`config.mk`:
```
export PLATFORM = sky130hd
export DESIGN_NAME = toggle_poll_ctrl
export DESIGN_NICKNAME = d
export VERILOG_FILES = /design/src/rtl/tbp_pkg.sv /design/src/rtl/tbp_toggle_cmp.sv /design/src/rtl/tbp_round_cnt.sv /design/src/rtl/toggle_poll_ctrl.sv
export SDC_FILE = /design/constraint.sdc
export NUM_CORES = 1
export LEC_CHECK = 0
export BUFFER_PORTS_ARGS = -buffer_cell sky130_fd_sc_hd__buf_2
export CORE_MARGIN = 1
export CORE_UTILIZATION = 50
export CTS_CLUSTER_SIZE = 40
export DETAILED_ROUTE_END_ITERATION = 6
export PLACE_DENSITY = 0.76
export SLEW_MARGIN = 20
export SYNTH_ARGS = -nofsm -noshare
export SYNTH_HDL_FRONTEND = slang
export SYNTH_SLANG_ARGS = --single-unit
```
`constraint.sdc`:
```
create_clock -name clk -period 7 [get_ports clk]
set_input_delay 0.7 -clock clk [delete_from_list [all_inputs] [get_ports clk]]
set_output_delay 0.7 -clock clk [all_outputs]
set_load 0.03 [all_outputs]
```
`src/rtl/tbp_pkg.sv`:
```
package tbp_pkg;
   typedef enum logic [3:0] {
      ST_IDLE,
      ST_RD_A,
      ST_RD_B,
      ST_EVAL,
      ST_CK_A,
      ST_CK_B,
      ST_CK_EVAL,
      ST_ABORT,
      ST_DONE,
      ST_FAIL
   } tbp_state_e;
endpackage

```
`src/rtl/tbp_toggle_cmp.sv`:
```
module tbp_toggle_cmp #(
   parameter int DATA_W    = 8,
   parameter int TOG_A_BIT = 6,
   parameter int TOG_B_BIT = 2,
   parameter int TMO_BIT   = 5
) (
   input  logic [DATA_W-1:0] first_i,
   input  logic [DATA_W-1:0] second_i,
   input  logic              use_alt_i,
   output logic              toggled_o,
   output logic              timeout_o
);
   if (TOG_A_BIT >= DATA_W || TOG_B_BIT >= DATA_W || TMO_BIT >= DATA_W) begin : g_bad_bit
      $error("tbp_toggle_cmp: status bit index outside data width");
   end

   logic diff_a;
   logic diff_b;
   assign diff_a = first_i[TOG_A_BIT] ^ second_i[TOG_A_BIT];
   assign diff_b = first_i[TOG_B_BIT] ^ second_i[TOG_B_BIT];

   if (TOG_A_BIT == TOG_B_BIT) begin : g_single
      logic unused_sel;
      assign unused_sel = use_alt_i ^ diff_b;
      assign toggled_o  = diff_a;
   end else begin : g_dual
      assign toggled_o = use_alt_i ? diff_b : diff_a;
   end

   assign timeout_o = second_i[TMO_BIT];
endmodule

```
`src/rtl/tbp_round_cnt.sv`:
```
module tbp_round_cnt #(
   parameter int CNT_W = 16
) (
   input  logic             clk,
   input  logic             rst_n,
   input  logic             clr_i,
   input  logic             inc_i,
   input  logic [CNT_W-1:0] limit_i,
   output logic             last_o
);
   if (CNT_W < 2) begin : g_bad_w
      $error("tbp_round_cnt: CNT_W must be at least 2");
   end

   localparam int EXT_W = CNT_W + 1;

   logic [CNT_W-1:0] cnt_q;
   logic [EXT_W-1:0] rounds_now;

   always_ff @(posedge clk or negedge rst_n) begin
      if (!rst_n)      cnt_q <= '0;
      else if (clr_i)  cnt_q <= '0;
      else if (inc_i)  cnt_q <= cnt_q + 1'b1;
   end

   assign rounds_now = {1'b0, cnt_q} + 1'b1;
   assign last_o     = rounds_now >= {1'b0, limit_i};

   assert_no_wrap_R9: assert property (@(posedge clk) disable iff (!rst_n)
      inc_i |-> cnt_q != {CNT_W{1'b1}});
   assert_clear_R9: assert property (@(posedge clk) disable iff (!rst_n)
      clr_i |=> !last_o || limit_i <= 1);
endmodule

```
`src/rtl/toggle_poll_ctrl.sv`:
```
module toggle_poll_ctrl
   import tbp_pkg::*;
#(
   parameter int          ADDR_W    = 24,
   parameter int          DATA_W    = 8,
   parameter int          CNT_W     = 16,
   parameter int          TOG_A_BIT = 6,
   parameter int          TOG_B_BIT = 2,
   parameter int          TMO_BIT   = 5,
   parameter logic [7:0]  RST_CMD   = 8'hF0
) (
   input  logic              clk,
   input  logic              rst_n,
   input  logic              start_i,
   input  logic              use_alt_i,
   input  logic [ADDR_W-1:0] poll_addr_i,
   input  logic [CNT_W-1:0]  max_rounds_i,
   output logic              bus_req_o,
   output logic              bus_we_o,
   output logic [ADDR_W-1:0] bus_addr_o,
   output logic [DATA_W-1:0] bus_wdata_o,
   input  logic              bus_ack_i,
   input  logic [DATA_W-1:0] bus_rdata_i,
   output logic              busy_o,
   output logic              done_o,
   output logic              fail_o
);
   if (DATA_W < 8) begin : g_bad_data
      $error("toggle_poll_ctrl: DATA_W must be at least 8");
   end
   if (ADDR_W < 1) begin : g_bad_addr
      $error("toggle_poll_ctrl: ADDR_W must be positive");
   end

   localparam int PAD_W = DATA_W - 8;

   tbp_state_e        state_q, state_d;
   logic [DATA_W-1:0] first_q, second_q;
   logic              alt_q;
   logic [CNT_W-1:0]  limit_q;
   logic [ADDR_W-1:0] addr_q;
   logic              toggled, timeout, last_round;
   logic              cnt_clr, cnt_inc;
   logic              idle_start;

   assign idle_start = (state_q == ST_IDLE) && start_i;

   tbp_toggle_cmp #(
      .DATA_W(DATA_W), .TOG_A_BIT(TOG_A_BIT), .TOG_B_BIT(TOG_B_BIT), .TMO_BIT(TMO_BIT)
   ) u_cmp (
      .first_i  (first_q),
      .second_i (second_q),
      .use_alt_i(alt_q),
      .toggled_o(toggled),
      .timeout_o(timeout)
   );

   tbp_round_cnt #(.CNT_W(CNT_W)) u_cnt (
      .clk    (clk),
      .rst_n  (rst_n),
      .clr_i  (cnt_clr),
      .inc_i  (cnt_inc),
      .limit_i(limit_q),
      .last_o (last_round)
   );

   always_comb begin
      state_d = state_q;
      cnt_clr = 1'b0;
      cnt_inc = 1'b0;
      unique case (state_q)
         ST_IDLE: if (start_i) begin
            state_d = ST_RD_A;
            cnt_clr = 1'b1;
         end
         ST_RD_A: if (bus_ack_i) state_d = ST_RD_B;
         ST_RD_B: if (bus_ack_i) state_d = ST_EVAL;
         ST_EVAL: begin
            if (!toggled)        state_d = ST_DONE;
            else if (timeout)    state_d = ST_CK_A;
            else if (last_round) state_d = ST_ABORT;
            else begin
               state_d = ST_RD_A;
               cnt_inc = 1'b1;
            end
         end
         ST_CK_A: if (bus_ack_i) state_d = ST_CK_B;
         ST_CK_B: if (bus_ack_i) state_d = ST_CK_EVAL;
         ST_CK_EVAL: state_d = toggled ? ST_ABORT : ST_DONE;
         ST_ABORT: if (bus_ack_i) state_d = ST_FAIL;
         ST_DONE:  state_d = ST_IDLE;
         ST_FAIL:  state_d = ST_IDLE;
         default:  state_d = ST_IDLE;
      endcase
   end

   always_ff @(posedge clk or negedge rst_n) begin
      if (!rst_n) begin
         state_q  <= ST_IDLE;
         first_q  <= '0;
         second_q <= '0;
         alt_q    <= 1'b0;
         limit_q  <= '0;
         addr_q   <= '0;
      end else begin
         state_q <= state_d;
         if (idle_start) begin
            alt_q   <= use_alt_i;
            limit_q <= max_rounds_i;
            addr_q  <= poll_addr_i;
         end
         if (bus_ack_i && (state_q == ST_RD_A || state_q == ST_CK_A)) first_q  <= bus_rdata_i;
         if (bus_ack_i && (state_q == ST_RD_B || state_q == ST_CK_B)) second_q <= bus_rdata_i;
      end
   end

   always_comb begin
      bus_req_o = 1'b0;
      bus_we_o  = 1'b0;
      unique case (state_q)
         ST_RD_A, ST_RD_B, ST_CK_A, ST_CK_B: bus_req_o = 1'b1;
         ST_ABORT: begin
            bus_req_o = 1'b1;
            bus_we_o  = 1'b1;
         end
         default: ;
      endcase
   end

   assign bus_addr_o = addr_q;
   if (PAD_W > 0) begin : g_pad
      assign bus_wdata_o = {{PAD_W{1'b0}}, RST_CMD};
   end else begin : g_nopad
      assign bus_wdata_o = RST_CMD;
   end

   assign busy_o = !(state_q == ST_IDLE || state_q == ST_DONE || state_q == ST_FAIL);
   assign done_o = state_q == ST_DONE;
   assign fail_o = state_q == ST_FAIL;

   assert_req_hold_R3: assert property (@(posedge clk) disable iff (!rst_n)
      bus_req_o && !bus_ack_i |=> bus_req_o && $stable(bus_we_o) && $stable(bus_addr_o));
   assert_start_busy_R2: assert property (@(posedge clk) disable iff (!rst_n)
      start_i && !busy_o && !done_o && !fail_o |=> busy_o);
   assert_fail_after_write_R6: assert property (@(posedge clk) disable iff (!rst_n)
      fail_o |-> $past(bus_req_o && bus_we_o && bus_ack_i));
   assert_pulse_excl_R10: assert property (@(posedge clk) disable iff (!rst_n)
      !(done_o && fail_o));
   assert_done_single_R10: assert property (@(posedge clk) disable iff (!rst_n)
      done_o |=> !done_o);
   assert_fail_single_R10: assert property (@(posedge clk) disable iff (!rst_n)
      fail_o |=> !fail_o);
   assert_idle_quiet_R1: assert property (@(posedge clk) disable iff (!rst_n)
      !busy_o |-> !bus_req_o);
endmodule

```
==> flow_summary.json <==
{
  "area_growth_pct": 15.95,
  "fin_cells": 574,
  "cp.required_ns": 7.22,
  "synth-seq-cells": 66,
  "min_period_ns": 4.071,
  "place.gp.congestion": 0.8285,
  "grt.total_usage_pct": 21.53,
  "fin_ws_ns": 2.929,
  "drv_slew": 0,
  "post_cts_buffers": 0,
  "fillers": 628,
  "seq_area_frac_synth_pct": 46.48,
  "fin_util_pct": 60.31,
  "cp-start-kind": "flop",
  "slowest_delay_ns": 0.62,
  "finalPower_mw": 1.604,
  "grt_pass1_vias": 2932,
  "synth-edff-count": 0,
  "dieWidth_um": 86.30,
  "cp-end-kind": "flop",
  "fmax_mhz": 245.6,
  "hold-path-endpoint": "bus_addr_o[1]$_DFFE_PN0P_",
  "peakVddDrop_uv": 292.1,
  "tightest_slew_ns": 0.8298,
  "clkLatencyLatePin_ns": 0.33,
  "rr_endpoint": "u_cnt.cnt_q[9]$_DFFE_PN0P_",
  "layout-drive-gt1-share_pct": 25.10,
  "cp_data_arrival_time_ns": 4.29,
  "place_inst": 558,
  "synthFlopType": "dfrtp_1",
  "drt-total-wl_um": 7204,
  "via_per_inst": 5.064,
  "io_pins": 90,
  "skew_ns": 0.005076,
  "grt_overflow": 0,
  "pre_cts_ws_ns": 2.971,
  "num_rows": 30,
  "fp.dieH_um": 86.30,
  "holdCritStartpoint": "bus_addr_o[1]$_DFFE_PN0P_",
  "grt_max_degree": 67,
  "rrSetupSlack_ns": 2.93,
  "async_flop_share_pct": 100.0,
  "rsz0062_at_grt": "no",
  "dr.first_iter.drc_count": 127,
  "syn_area_um2": 3553,
  "fin_crit_sh_pct": 58.16,
  "mostFrequentLayoutCells": "nand2_1, buf_2, dfrtp_1",
  "setup_violations": 0,
  "p_leak_nw": 2.167,
  "powerDensity_nw_per_um2": 389.2,
  "dpl.hpwl_um": 5094,
  "remaining_drc_errors": 0,
  "cts_root_buffer": "clkbuf_8",
  "cts_hold_buf": 0,
  "start_util_pct": 52.01,
  "placed_cell_area_um2": 3956,
  "hp-class": "reg2reg",
  "setup_tns_ns": 0,
  "antenna_found_initial": 0,
  "hold_depth": 2,
  "htree_levels": 3,
  "cap_violations": 0,
  "r2r_cells": 12,
  "clockBufferDepth": 2,
  "diodes": 0,
  "synth.distinct_cells": 43,
  "cp_max_fo": 16,
  "slowest_stage": "or2_1",
  "layout_commonest_cell": "nand2_1",
  "nets": 543,
  "syn_area_per_cell_um2": 8.839,
  "dieArea_um2": 7448,
  "cts_tree": "built",
  "cts_inserted_buffers": 9,
  "grt_pass1_wl_um": 12540,
  "ant_nets": 0,
  "hold_viol_final": 0,
  "setup.worst_path.class": "reg2reg",
  "fin_area_um2": 4120,
  "via_count": 2907,
  "relSlewSlack_pct": 44.68,
  "core-area_um2": 6832,
  "holdWs_ns": 0.4775,
  "dr.pass1.iters": 5,
  "regToRegStartpoint": "u_cnt.cnt_q[0]$_DFFE_PN0P_",
  "path_cells": "ha_1 -> nand3_1 -> nor3_2 -> and3_1 -> xor2_1 -> ha_1 -> nand3_1 -> nor3_1 -> o311ai_1 -> nand4_1 -> or2_1 -> mux2_2",
  "cts_sinks": 66,
  "wl_per_cell_um": 12.55,
  "cts.repair.resized": 0,
  "clkTransAtPathRegs_ns": 0.07,
  "yosysWarningCount": 0,
  "synth_cells": 402,
  "io_buffer_count": 76,
  "status": "complete, no violations"
}
[logic make-up (layout without fill, tap and decap cells)]
| kind of cell | after synthesis | in the layout | synth area share (%) |
|---|---|---|---|
| compound gates | 55 | 55 | 9.648 |
| xor+xnor | 10 | 10 | 2.465 |
| fa+ha+maj | 18 | 18 | 6.268 |
| buf+inv | 47 | 117 | 6.338 |
| flops | 66 | 66 | 46.48 |
| mux | 15 | 15 | 4.894 |
| other cells | 2 | 8 | 0.2113 |
| simple gates | 189 | 189 | 23.70 |
[layer usage]
| layer | track usage, % | up-vias | share of wire, % |
|---|---|---|---|
| li1 | - | 1456 | - |
| met1 | 25.37 | 1375 | 43 |
| met2 | 38.67 | 66 | 51 |
| met3 | 4.952 | 10 | 4.5 |
| met4 | 7.273 | 0 | 1.3 |
| met5 | 0 | - | 0 |
[power by group]
part	internal [mW]	switching, mW	total, mW
logic	0.239	0.471	0.710
registers	0.524	0.0946	0.618
clock network	0.137	0.139	0.276
total	0.899	0.704	1.60
[synth_stat cells (2+ instances only)]
library cell  number  share of area [%]
nand2_1          117                 12
nand3_1           12                1.7
ha_1              17                6.0
nor2_1            13                1.4
nor3_1            10                1.4
buf_4              8                1.7
dfrtp_1           66                 46
clkbuf_1          12                1.3
inv_1             22                2.3
a21oi_1            7               0.99
or2_2              4               0.70
xnor2_1            6                1.5
buf_2              3               0.42
o211ai_1           2               0.42
or3_1              5               0.88
mux2_2            12                3.8
a211oi_1           8                1.7
xor2_1             4               0.99
conb_1             2               0.21
a22oi_1            2               0.42
nand2b_1           6                1.1
nand4_1            2               0.35
and2_1             7                1.2
o21ai_0           25                3.5
buf_6              2               0.63
and3_1             5               0.88
a31o_2             7                1.7
[registers in the layout, indices dropped and copies added, names as in the netlist]
register     cells
alt_q            1
bus_addr_o      24
first_q          2
limit_q         16
second_q         3
state_q          4
u_cnt.cnt_q     16
[how the worst max path moves through the flow]
stage | startpoint | end | slack (ns) | cells past startpoint
finish | u_cnt.cnt_q[0]$_DFFE_PN0P_ | u_cnt.cnt_q[9]$_DFFE_PN0P_ | 2.93 | 12
detailed placement | u_cnt.cnt_q[0]$_DFFE_PN0P_ | u_cnt.cnt_q[9]$_DFFE_PN0P_ | 2.97 | 12
floorplan | u_cnt.cnt_q[0]$_DFFE_PN0P_ | u_cnt.cnt_q[7]$_DFFE_PN0P_ | 3.96 | 15
global route | u_cnt.cnt_q[0]$_DFFE_PN0P_ | u_cnt.cnt_q[7]$_DFFE_PN0P_ | 2.59 | 13
global placement | u_cnt.cnt_q[0]$_DFFE_PN0P_ | u_cnt.cnt_q[6]$_DFFE_PN0P_ | 3.02 | 12
CTS | u_cnt.cnt_q[0]$_DFFE_PN0P_ | u_cnt.cnt_q[9]$_DFFE_PN0P_ | 2.95 | 12
[worst max-delay path: cells and delay by family (launching register included)]
kind,cells,cell delay [ns]
adder cells (fa/ha/maj),2,0.53
AO/OA/AOI/OAI,1,0.20
AND/OR/NAND/NOR,7,2.27
XOR/XNOR,1,0.08
multiplexers,1,0.41
flip-flops,1,0.45
[area by class of cell]
class                   count  area, µm²  area share, %
clock buffers              13      148.9          3.614
clock inverters             3      15.01         0.3644
inverters                  22      82.58          2.004
multi-input cells         295       1699          41.24
flip-flops and latches     66       1652          40.08
well taps                  96      120.1          2.915
repair buffers             79      402.9          9.778
Power figures use the tool's default switching activity.
